[src/rtl/remap_pkg.sv]
// remap_pkg: shared offsets, control bit positions and register select type
// for the host-to-local remap window. Assumes byte-addressed 32-bit registers.
package remap_pkg;
    localparam int OFF_CTRL  = 'h0;
    localparam int OFF_BASE  = 'h8;
    localparam int OFF_MASK  = 'hC;
    localparam int EN_A_BIT  = 8;
    localparam int EN_B_BIT  = 10;

    typedef enum logic [1:0] {
        SEL_NONE = 2'd0,
        SEL_CTRL = 2'd1,
        SEL_BASE = 2'd2,
        SEL_MASK = 2'd3
    } reg_sel_e;
endpackage

[src/rtl/remap_cfg_regs.sv]
// remap_cfg_regs: holds the control, base and mask registers. Decodes the
// offset, applies writes at the clock edge and returns read data without delay.
// Assumes: one access per cycle; unknown offsets read zero and ignore writes.
module remap_cfg_regs
    import remap_pkg::*;
#(
    parameter int CFG_AW = 4,
    parameter int REG_W  = 32
) (
    input  logic              clk,
    input  logic              rst_n,
    input  logic              cfg_wr,
    input  logic [CFG_AW-1:0] cfg_addr,
    input  logic [REG_W-1:0]  cfg_wdata,
    output logic [REG_W-1:0]  cfg_rdata,
    output logic [REG_W-1:0]  base_q,
    output logic [REG_W-1:0]  mask_q,
    output logic              fwd_en
);
    logic [REG_W-1:0] ctrl_q;
    reg_sel_e         sel;

    // Decode the byte offset into a register select.
    always_comb begin
        if (cfg_addr == CFG_AW'(OFF_CTRL))      sel = SEL_CTRL;
        else if (cfg_addr == CFG_AW'(OFF_BASE)) sel = SEL_BASE;
        else if (cfg_addr == CFG_AW'(OFF_MASK)) sel = SEL_MASK;
        else                                    sel = SEL_NONE;
    end

    // Register update: reset to zero, then write the selected register.
    always_ff @(posedge clk) begin
        if (!rst_n) begin
            ctrl_q <= '0;
            base_q <= '0;
            mask_q <= '0;
        end else if (cfg_wr) begin
            case (sel)
                SEL_CTRL: ctrl_q <= cfg_wdata;
                SEL_BASE: base_q <= cfg_wdata;
                SEL_MASK: mask_q <= cfg_wdata;
                default:  ;
            endcase
        end
    end

    // Read mux: zero for unknown offsets.
    always_comb begin
        case (sel)
            SEL_CTRL: cfg_rdata = ctrl_q;
            SEL_BASE: cfg_rdata = base_q;
            SEL_MASK: cfg_rdata = mask_q;
            default:  cfg_rdata = '0;
        endcase
    end

    // Forwarding needs both enable bits.
    assign fwd_en = ctrl_q[EN_A_BIT] & ctrl_q[EN_B_BIT];

    // a write to an unknown offset leaves every register unchanged.
    assert_undef_write_R3: assert property (@(posedge clk) disable iff (!rst_n)
        (cfg_wr && sel == SEL_NONE) |=> ($stable(ctrl_q) && $stable(base_q) && $stable(mask_q)));

    // reset clears every register.
    assert_reset_clear_R1: assert property (@(posedge clk)
        !rst_n |=> (ctrl_q == '0 && base_q == '0 && mask_q == '0));
endmodule

[src/rtl/remap_xlate.sv]
// remap_xlate: per-request window match and address merge, registered once.
// Assumes: base/mask layout of two SEG_W halves; low GRAN_LSB bits pass through.
module remap_xlate #(
    parameter int ADDR_W   = 32,
    parameter int GRAN_LSB = 16
) (
    input  logic                         clk,
    input  logic                         rst_n,
    input  logic                         fwd_en,
    input  logic [2*(ADDR_W-GRAN_LSB)-1:0] base_q,
    input  logic [2*(ADDR_W-GRAN_LSB)-1:0] mask_q,
    input  logic                         req_vld,
    input  logic [ADDR_W-1:0]            req_addr,
    output logic                         rsp_vld,
    output logic                         rsp_hit,
    output logic                         rsp_dis,
    output logic [ADDR_W-1:0]            rsp_addr
);
    localparam int SEG_W = ADDR_W - GRAN_LSB;
    localparam int REG_W = 2 * SEG_W;

    logic [SEG_W-1:0] req_seg, loc_hi, win_start, sub_m, keep_m;
    logic [SEG_W-1:0] merged, mism;
    logic             in_win, hit_c;

    assign req_seg   = req_addr[ADDR_W-1:GRAN_LSB];
    assign loc_hi    = base_q[REG_W-1:SEG_W];
    assign win_start = base_q[SEG_W-1:0];
    assign sub_m     = mask_q[REG_W-1:SEG_W];
    assign keep_m    = mask_q[SEG_W-1:0];

    // Per-bit merge of destination bits and kept request bits, and the match test.
    for (genvar i = 0; i < SEG_W; i++) begin : g_seg
        assign merged[i] = (loc_hi[i] & sub_m[i]) | (req_seg[i] & keep_m[i]);
        assign mism[i]   = sub_m[i] & (req_seg[i] ^ win_start[i]);
    end

    assign in_win = ~|mism;
    assign hit_c  = fwd_en & in_win;

    // Response register: one cycle after the request.
    always_ff @(posedge clk) begin
        if (!rst_n) begin
            rsp_vld  <= 1'b0;
            rsp_hit  <= 1'b0;
            rsp_dis  <= 1'b0;
            rsp_addr <= '0;
        end else begin
            rsp_vld  <= req_vld;
            rsp_hit  <= req_vld & hit_c;
            rsp_dis  <= req_vld & ~fwd_en;
            rsp_addr <= (req_vld && hit_c) ? {merged, req_addr[GRAN_LSB-1:0]} : '0;
        end
    end

    // every request gets exactly one response one cycle later.
    assert_vld_follows_R5: assert property (@(posedge clk) disable iff (!rst_n)
        rsp_vld == $past(req_vld && rst_n));

    // a hit only when forwarding was enabled at request time.
    assert_hit_needs_en_R4: assert property (@(posedge clk) disable iff (!rst_n)
        rsp_hit |-> $past(fwd_en));

    // the low granule bits pass through unchanged on a hit.
    assert_low_pass_R7: assert property (@(posedge clk) disable iff (!rst_n)
        rsp_hit |-> rsp_addr[GRAN_LSB-1:0] == $past(req_addr[GRAN_LSB-1:0]));

    // hit and disabled are exclusive; no address unless hit.
    assert_status_excl_R8: assert property (@(posedge clk) disable iff (!rst_n)
        !(rsp_hit && rsp_dis) && (rsp_hit || rsp_addr == '0));
endmodule

[src/rtl/remap_window.sv]
// remap_window: top of the host-to-local remap window. Connects the register
// block to the translation stage. Assumes synchronous active-low reset.
module remap_window #(
    parameter int ADDR_W   = 32,
    parameter int GRAN_LSB = 16,
    parameter int CFG_AW   = 4
) (
    input  logic                                clk,
    input  logic                                rst_n,
    input  logic                                cfg_wr,
    input  logic [CFG_AW-1:0]                   cfg_addr,
    input  logic [2*(ADDR_W-GRAN_LSB)-1:0]      cfg_wdata,
    output logic [2*(ADDR_W-GRAN_LSB)-1:0]      cfg_rdata,
    input  logic                                req_vld,
    input  logic [ADDR_W-1:0]                   req_addr,
    output logic                                rsp_vld,
    output logic                                rsp_hit,
    output logic                                rsp_dis,
    output logic [ADDR_W-1:0]                   rsp_addr
);
    localparam int REG_W = 2 * (ADDR_W - GRAN_LSB);

    logic [REG_W-1:0] base_q, mask_q;
    logic             fwd_en;

    remap_cfg_regs #(.CFG_AW(CFG_AW), .REG_W(REG_W)) u_regs (
        .clk(clk), .rst_n(rst_n), .cfg_wr(cfg_wr), .cfg_addr(cfg_addr),
        .cfg_wdata(cfg_wdata), .cfg_rdata(cfg_rdata),
        .base_q(base_q), .mask_q(mask_q), .fwd_en(fwd_en)
    );

    remap_xlate #(.ADDR_W(ADDR_W), .GRAN_LSB(GRAN_LSB)) u_xlate (
        .clk(clk), .rst_n(rst_n), .fwd_en(fwd_en), .base_q(base_q), .mask_q(mask_q),
        .req_vld(req_vld), .req_addr(req_addr),
        .rsp_vld(rsp_vld), .rsp_hit(rsp_hit), .rsp_dis(rsp_dis), .rsp_addr(rsp_addr)
    );
endmodule

[config.mk]
export PLATFORM = sky130hd
export DESIGN_NAME = remap_window
export DESIGN_NICKNAME = d
export VERILOG_FILES = /design/src/rtl/remap_pkg.sv /design/src/rtl/remap_cfg_regs.sv /design/src/rtl/remap_xlate.sv /design/src/rtl/remap_window.sv
export SDC_FILE = /design/constraint.sdc
export NUM_CORES = 1
export LEC_CHECK = 0
export ABC_AREA = 1
export BUFFER_PORTS_ARGS = -buffer_cell sky130_fd_sc_hd__buf_2
export CORE_ASPECT_RATIO = 2
export CORE_UTILIZATION = 53
export CTS_CLUSTER_DIAMETER = 60
export DETAILED_ROUTE_END_ITERATION = 16
export PLACE_DENSITY = 0.81
export SYNTH_ARGS = -nofsm -noshare
export SYNTH_HDL_FRONTEND = slang
export SYNTH_SLANG_ARGS = --single-unit
export TNS_END_PERCENT = 30
[constraint.sdc]
create_clock -name clk -period 1.27 [get_ports clk]
set_input_delay 0.1905 -clock clk [delete_from_list [all_inputs] [get_ports clk]]
set_output_delay 0.1905 -clock clk [all_outputs]
set_load 0.02 [all_outputs]
# --- Word level (Yosys, flattened, before mapping) ---
# Index checks and enable logic that the tools add are counted.
totals:
  regBits: 131
  inputBits: 72
  out_inout_bits: 67
  wordCells: 109
op_classes:
  n_eq_ne: 5
  mux: 4
  bitwise_logic: 85
  reduce_logical: 8
op_table:
  columns: ["operator", "count"]
  rows:
  - ["$pmux W32 S3", 1]
  - ["$and A1 B1 Y1", 52]
  - ["$or A1 B1 Y1", 16]
  - ["$reduce_or A16 Y1", 1]
  - ["$xor A1 B1 Y1", 16]
  - ["$eq A4 B4 Y1 const B", 2]
  - ["$reduce_and A2 Y1", 4]
  - ["$mux W2", 3]
  - ["$eq A2 B2 Y1 const B", 2]
  - ["$logic_not A4 Y1", 1]
  - ["$eq A2 B1 Y1 const B", 1]
  - ["$logic_and A1 B1 Y1", 1]
  - ["$logic_not A1 Y1", 1]
  - ["$not A1 Y1", 1]

# --- Longest topological paths before layout ---
# Gate-level depths: netlist of the first run.
logic_depth:
  depth_word: 7
  depth_mapped: 8
  depth_no_buf: 7

# --- Hierarchy ---
# From an unflattened synthesis of the first run, not the netlist that was laid out.
hier_totals:
  cells_unflattened: 1124
  area_unflattened_um2: 7050.5
modules_own_cells:
  columns: ["mod", "n_inst", "cells_per_inst", "area_per_inst_um2", "seq_area_each_um2"]
  rows:
  - ["remap_cfg_regs", 1, 910, 5351.4, 1921.8]
  - ["remap_xlate", 1, 214, 1699.1, 700.7]

# --- Least setup slack after synthesis of the first run ---
# Ideal clock, no wire load.
synth_timing:
  path_kind: "input -> output"
  from: "input cfg_addr[1]"
  to: "output cfg_rdata[0]"
  t_arrival_ps: 1101
  required_time_ps: 1080
  slack_ps: -22
  path_stages: 4
  n_path_buf: 1
  path_cell_list: "nor2_4 nand3_1 clkbuf_1 o221ai_1"
synth_via:
  elab_chain_cells: 6
  word_cells_on_any_way: 10
  cone_classes: "eq/ne (5); mux (4); reduce/logical (1)"
synth_lines:
  columns: ["element", "line", "rtl"]
  rows:
  - ["start: declaration", "remap_window.sv:11", "input logic [CFG_AW-1:0] cfg_addr,"]
  - ["$eq A4 B4 Y1", "remap_cfg_regs.sv:27", "else if (cfg_addr == CFG_AW'(OFF_MASK)) sel = SEL_MASK;"]
  - ["$mux W2", "remap_cfg_regs.sv:27", null]
  - ["$mux W2", "remap_cfg_regs.sv:26", "else if (cfg_addr == CFG_AW'(OFF_BASE)) sel = SEL_BASE;"]
  - ["$mux W2 (*)", "remap_cfg_regs.sv:25", "if (cfg_addr == CFG_AW'(OFF_CTRL)) sel = SEL_CTRL;"]
  - ["$eq A2 B2 Y1 / $eq A2 B1 Y1 (equally long branches)", "remap_cfg_regs.sv:49", "case (sel)"]
  - ["$pmux W32 S3 (*)", "remap_cfg_regs.sv:49", null]
  - ["end: declaration", "remap_window.sv:13", "output logic [2*(ADDR_W-GRAN_LSB)-1:0] cfg_rdata,"]
# Mark *: on every way between the ends. The rest lies on a longest branch, timed or not.

# --- Worst setup path in the final report of the first run ---
layout_timing:
  from: "input cfg_addr[1]"
  to: "output cfg_rdata[6]"
# The elaborated chain is that of the path after synthesis.

==> results.toml, run 1 <==
[clock_tree]
cts_root_buf = "clkbuf_16"
cts_num_sinks = 131
cts_buffer_depth = 2
htreeDepth = 4
clk_latency_ns = 0.42
clk_transition_reported_paths_ns = 0.05
cts_tree = "built"
numCtsBuffers = 17

[logic_synthesis]
syn-num-nets = 776
synth_cell_types = 24
synth_area_per_cell_um2 = 7.84
synthCells = 704
synth-seq-area-share_pct = 47.5
yosys_warnings = 0
netlist_area_um2 = 5520
ys_ff_latch = 131

[sta]
tns_ns = -8.64
tightestPinTransition_ns = 0.278
drv_slew = 0
grt_setup_unrepaired = "yes"
finalCriticalPeriod_ns = 1.49
clock.fmax_mhz = 669
relSlewSlack_pct = 81.3
setup_viol_count_final = 65
period_share_pct = 118
finClkSkew_ns = 0.00605
layout_setup_ws_ns = -0.224
hold_viol_final = 0

[critical_path]
start_kind = "input port"
critPathArrivalTime_ns = 1.30
reg2reg_depth = 8
critPathCaptureType = "output pin"
criticalPathCategory = "input port to output pin"
slowest_stage = "clkbuf_16"
crit_chain = "buf_6 > nor2_4 > buf_4 > nand3_4 > clkbuf_16 > o221ai_2 > buf_4"
crit_top_cell = "buf_4"
slowest_delay_ns = 0.24
cp_max_fo = 16
critPathRequiredTime_ns = 1.08

[layout]
instances_no_fill = 1026
drive_above_1_share_pct = 40.3
area_growth_pct = 44.4
nets = 949
fill_cells = 648

[global_route]
grt_start_max_net_pins = 65
antenna_found_initial = 1
grt_pass1_wl_um = 25300
gr-total-overflow = 0
grt_usage_pct = 30.7
grt_pass1_vias = 5509

[floorplan]
chipHeight_um = 146
row_count = 52
die_w_um = 74.1
coreArea_um2 = 10100
ios = 139
die_area_um2 = 10800
start_util_pct = 54.4

[drt]
avgRoutedWirePerCell_um = 17.2
num_vias = 5759
detail-route-antenna-nets = 0
first_iter_violations = 453
routed_wl_um = 17600
viasPerCell = 5.61
drtPass1Iterations = 5
drc_errors = 0

[placement]
portBuffers = 138
dp_slack_ns = -0.193
dp.cells = 972
hpwl_um = 10200
place.gp.congestion = 0.912

[power]
ir_drop_v = 0.00104
p_leak_nw = 3.27
total_power_w = 0.00967
power_density_nw_per_um2 = 1210

[min_path]
hold_depth = 3
hold_class = "input port to flip-flop"

[run_status]
failed_checks = "negative setup slack"
status = "complete, but fails checks"

[flow_run]
maxCapViolations = 0
## per-stage QoR
| step | cell area (µm²) | hold WS [ns] | util [%] |
|---|---|---|---|
| 4_1_cts | 7620 | 0.000228 | 75.0 |
| 2_1_floorplan | 5520 | 0.322 | - |
| 6_report | 7970 | 0.00701 | 78.5 |
| 5_1_grt | 7970 | 0.00505 | 78.5 |
| 3_3_place_gp | 6590 | 0.417 | 65.0 |
| 3_5_place_dp | 6590 | 0.427 | 65.0 |
## path summary, 6_finish.rpt
kind | startpoint | endpoint | slack, ns
max | cfg_addr[1] | cfg_rdata[6] | -0.22
min | req_addr[10] | u_xlate.rsp_addr[10] | 0.007
max reg2reg | u_regs.base_q[12] | u_xlate.rsp_addr[7] | -0.12
min reg2reg | u_regs.ctrl_q[18] | u_regs.ctrl_q[18] | 0.47
## layout by cell type, fill, tap and decap left out, types with 5 or more instances in the layout
| master | instances |
|---|---|
| o21ai_1 | 11 |
| clkbuf_16 | 22 |
| clkinv_2 | 5 |
| o21ai_0 | 86 |
| a21oi_1 | 97 |
| nand3_2 | 5 |
| nor2_1 | 9 |
| inv_2 | 16 |
| buf_12 | 11 |
| buf_2 | 103 |
| nor3_2 | 29 |
| o221ai_2 | 32 |
| dlygate4sd3_1 | 7 |
| nor2_2 | 5 |
| buf_4 | 56 |
| dfxtp_2 | 13 |
| nand2_1 | 54 |
| nand2_2 | 22 |
| nand3_1 | 11 |
| inv_1 | 125 |
| dfxtp_1 | 118 |
| o22ai_1 | 12 |
| buf_6 | 15 |
## cell type report
class | instances | area [µm²] | area share, %
inverter | 141 | 529 | 6.64
timing repair buffer | 198 | 1550 | 19.4
tap | 135 | 169 | 2.12
sequential | 131 | 2640 | 33.1
clock inverter | 13 | 111 | 1.40
multi-input combinational | 388 | 2510 | 31.6
clock buffer | 19 | 453 | 5.69
antenna | 1 | 2.50 | 0.0314
## kinds of logic after synthesis
group / count (synthesis) / synth area share (%)
AOI/OAI and AO/OA: 241 / 24.4
and+or+nand+nor: 147 / 14.8
buffers and inverters: 185 / 13.3
DFF: 131 / 47.5
## synth_stat cells (all sizes together)
master  number  area (µm²)
a21oi      100         504
nand3       18         108
nor2        16        83.8
buf         18         108
nand2       80         305
dfxtp      131        2620
o221ai      32         280
nand4        1        12.5
inv        141         529
o22ai       12        75.1
nor3        32         305
clkbuf      26        97.6
o21ai       97         485
## critical path: cells and delay by family
kind / cells / cell delay (ns)
buf+inv: 4 / 0.66
simple gates: 2 / 0.26
compound gates: 1 / 0.18
## where the power goes
group,switching [W],internal (W)
clock,0.00185,0.00278
sequential,0.0000363,0.00418
combinational,0.000499,0.000326
## sequential cells by signal, indices dropped and copies added, names as in the netlist
signal            flops
u_regs.base_q        32
u_regs.ctrl_q        32
u_regs.mask_q        32
u_xlate.rsp_addr     32
u_xlate.rsp_dis       1
u_xlate.rsp_hit       1
u_xlate.rsp_vld       1
## per-layer routing
metal | wire [µm] | share of wire, % | vias to the layer above | global-route usage, %
met5 | 0 | 0 | - | 0
met4 | 1140 | 6.4 | 0 | 19.7
met3 | 1290 | 7.3 | 103 | 6.28
met2 | 8940 | 51 | 322 | 52.4
met1 | 6260 | 36 | 2659 | 32.9
li1 | - | - | 2675 | -
## what timing repair did
action	CTS	global route
cloned	1	5
buffers inserted	6	4
gates resized for setup	102	44
pin swaps	30	5
hold buffers	5	2
endpoints found under the hold margin	5	2
setup endpoints to repair	65	65
Power figures use the tool's default switching activity.
==> run 2, diff against run 1 <==
- BUFFER_PORTS_ARGS: -buffer_cell sky130_fd_sc_hd__buf_2 -> default
- CORE_UTILIZATION: 53 -> 63
- DONT_BUFFER_PORTS: default -> 1
- PLACE_DENSITY: 0.81 -> 0.8
==> run 2 against run 1 <==
Compared with the run above:
- the run now fails in 5_1_grt
- synthesized cell count stayed put
- area after synthesis stayed put
==> results.toml, run 2 <==
[run_status]
status = "did not finish"
haltStage = "5_1_grt"
error = "[ERROR GRT-0232] Routing congestion too high. Check the congestion heatmap in the GUI."

[logic_synthesis]
synth.top_cell.area_share_pct = 47.5
synthCells = 704
synth_area_leaders = "dfxtp_1 48%, a21oi_1 9.0%, inv_1 9.0%, o21ai_0 7.9%, nand2_1 5.3%"
synth-main-ff-cell = "dfxtp_1"
synth_edf_count = 0
synth_cell_types = 24
yosysMostFrequentCell = "inv_1"
synth-xor-area-share_pct = 0
ys_ff_latch = 131
synth-seq-area-share_pct = 47.5
syn-num-nets = 776
synth_top_family_by_area = "compound AO/OA/AOI/OAI gates"
synth_area_per_cell_um2 = 7.84
synth_common_cells = "132 x inv_1, 131 x dfxtp_1, 99 x a21oi_1"
synth-compound-area-share_pct = 24.4
async_flop_share_pct = 0
yosys_warnings = 0
synth_largest_area_cell = "dfxtp_1"
synthMuxAreaShare_pct = 0
synthSimpleGateAreaFrac_pct = 14.8
netlist_area_um2 = 5520
synthAdderAreaFrac_pct = 0

[clock_tree]
cts_num_sinks = 131
htreeDepth = 4
numCtsBuffers = 17
cts_root_buf = "clkbuf_16"
cts_buffer_depth = 2

[global_route]
grt_start_max_net_pins = 65
grt_usage_pct = 78.2
gr-total-overflow = 47

[floorplan]
row_count = 48
ios = 139
die_w_um = 68.2
start_util_pct = 64.2
chipHeight_um = 134

[sta]
endpoint_type = "sequential cell input"
repair-timing-grt-worst-ep = "u_xlate.rsp_addr[18]$_SDFF_PN0_/D"

[placement]
portBuffers = 0
hpwl_um = 9560
place.gp.congestion = 0.870
dp_slack_ns = -0.163
[run 2: per-stage QoR]
step,cell area [µm²],instances
floorplan,5520,704
global placement,6000,818
detailed placement,6000,818
CTS,7840,938
[run 2: logic make-up after synthesis]
| logic type | count (synthesis) |
|---|---|
| AO/OA/AOI/OAI | 241 |
| buffers and inverters | 185 |
| AND/OR/NAND/NOR | 147 |
| flip-flops | 131 |
[run 2: timing repair]
item / CTS
gates cloned: 1
setup endpoints to repair: 65
resized for setup: 134
pin swaps: 42
endpoints found under the hold margin: 114
hold buffers: 83
buffers inserted: 6
[run 2: routing by layer]
metal / GRT usage, % / GRT overflow
met1: 84.3 / 0
met2: 93.4 / 28
met3: 54.7 / 0
met4: 79.3 / 19
met5: 0.625 / 0
==> run 3, diff against run 2 <==
- CORE_ASPECT_RATIO: 2 -> default
- CORE_UTILIZATION: 63 -> 40
- CTS_CLUSTER_DIAMETER: 60 -> default
- PLACE_DENSITY: 0.8 -> default
- PLACE_DENSITY_LB_ADDON: default -> 0.15
==> run 3 against run 2 <==
Compared with the run above:
- the flow now finishes, with violations (negative setup slack)
==> results.toml, run 3 (synthesis gave the netlist of run 1 again) <==
[clock_tree]
htreeDepth = 4
numCtsBuffers = 17
clk_latency_ns = 0.42
cts_num_sinks = 131
cts_root_buf = "clkbuf_16"
clk_transition_reported_paths_ns = 0.06
cts_tree = "built"
cts_buffer_depth = 2

[layout]
register_area_um2 = 2680
final_cell_area_um2 = 8780
nets = 931
drive_above_1_share_pct = 37.4
fill_cells = 1090
area_growth_pct = 59.1
most-common-layout-cells = "104 x inv_1, 97 x a21oi_1, 84 x dfxtp_1"
instances_no_fill = 1048
final_common_cell = "inv_1"
multi_input_area_um2 = 2730
antenna_cells = 0

[sta]
clock.fmax_mhz = 701
finClkSkew_ns = 0.0104
tightestPinTransition_ns = 0.358
relSlewSlack_pct = 76.1
setup_viol_count_final = 65
finalCriticalPeriod_ns = 1.43
grt_setup_unrepaired = "yes"
layout_setup_ws_ns = -0.156
timing.hold.ws_ns = 0.0208
period_share_pct = 112
hold_viol_final = 0
drv_slew = 0

[power]
p_leak_nw = 3.42
ir_drop_v = 0.00105
power_density_nw_per_um2 = 1240

[placement]
dp.cells = 911
hpwl_um = 10400
dp_slack_ns = -0.155
place_area_um2 = 6240
portBuffers = 0
place.gp.congestion = 0.815

[floorplan]
start_util_pct = 41.3
coreArea_um2 = 13300
chipHeight_um = 119
row_count = 42
die_area_um2 = 14300
ios = 139
die_w_um = 119

[global_route]
grt_pass1_wl_um = 28800
gr-total-overflow = 0
antenna_found_initial = 0
grt_usage_pct = 26.5
grt_start_max_net_pins = 65
grt_pass1_vias = 5514

[drt]
viasPerCell = 5.21
drc_errors = 0
detail-route-antenna-nets = 0
avgRoutedWirePerCell_um = 17.8
drtPass1Iterations = 4
routed_wl_um = 18600
first_iter_violations = 344
num_vias = 5463

[critical_path]
slowest_delay_ns = 0.33
start_kind = "flip-flop"
slowest_stage = "dfxtp_2"
critPathRequiredTime_ns = 1.62
crit_chain = "inv_2 > buf_6 > nand2_2 > nand3_2 > nand2_1 > nor2_2 > nand3_4 > buf_16 > nor3_4"
criticalPathCategory = "flip-flop to flip-flop"
critPathArrivalTime_ns = 1.78
cp_top_family = "simple AND/OR/NAND/NOR gates"
cp_max_fo = 8
critPathBufInv = 3
critPathCaptureType = "flip-flop"

[flow_run]
maxCapViolations = 0

[min_path]
hold_class = "input port to flip-flop"

[run_status]
status = "complete, but fails checks"
failed_checks = "negative setup slack"
[run 3: layer usage]
layer	GRT usage [%]	up-vias	wire, µm
met5	0	-	0
met4	9.45	0	233
met3	7.71	20	1420
met2	44.5	183	9540
met1	32.1	2605	7440
li1	-	2655	-
[run 3: worst reg2reg max path, stage by stage, from the launching register on]
cell     delay, ns
dfxtp_2       0.33
inv_2         0.06
buf_6         0.09
nand2_2       0.04
nand3_2       0.07
nand2_1       0.07
nor2_2        0.12
nand3_4       0.20
buf_16        0.23
nor3_4        0.16
[run 3: path summary, 6_finish.rpt]
| check | slack [ns] | start | cells past startpoint | endpoint |
|---|---|---|---|---|
| worst min-delay path | 0.02 | cfg_wdata[5] | 2 | u_regs.base_q[5] |
| worst max-delay path | -0.16 | u_regs.base_q[7] | 9 | u_xlate.rsp_addr[15] |
| worst max register to register | -0.16 | u_regs.base_q[7] | 9 | u_xlate.rsp_addr[15] |
| worst min register to register | 0.45 | u_regs.ctrl_q[25] | 2 | u_regs.ctrl_q[25] |
[run 3: area by class of cell]
cell class	instances	area share, %
Multi-Input combinational cell	388	31.1
Sequential cell	131	30.5
Timing Repair Buffer	180	21.9
Inverter	141	6.06
Clock buffer	20	5.32
Clock inverter	12	2.57
Tap cell	176	2.51
[run 3: stage by stage]
step | TNS [ns] | power, W | util (%)
after floorplan | -0.649 | 0.00465 | -
after global placement | -3.13 | 0.00478 | 46.7
after detailed placement | -4.14 | 0.00479 | 46.7
after CTS | -5.19 | 0.0108 | 62.8
after global routing | -8.97 | 0.0112 | 65.8
final | -5.64 | 0.0109 | 65.8
[run 3: repair_timing]
action,CTS,global route
cloned,3,2
pin swaps,34,17
resized for setup,133,120
setup buffers,16,2
setup endpoints to repair,64,96
hold buffers,84,0
endpoints found under the hold margin,114,0
[run 3: power by group]
part / internal (W) / switching [W] / total [W]
Clock: 0.00384 / 0.00184 / 0.00568
Combinational: 0.000461 / 0.000488 / 0.000949
Sequential: 0.00419 / 0.0000399 / 0.00423
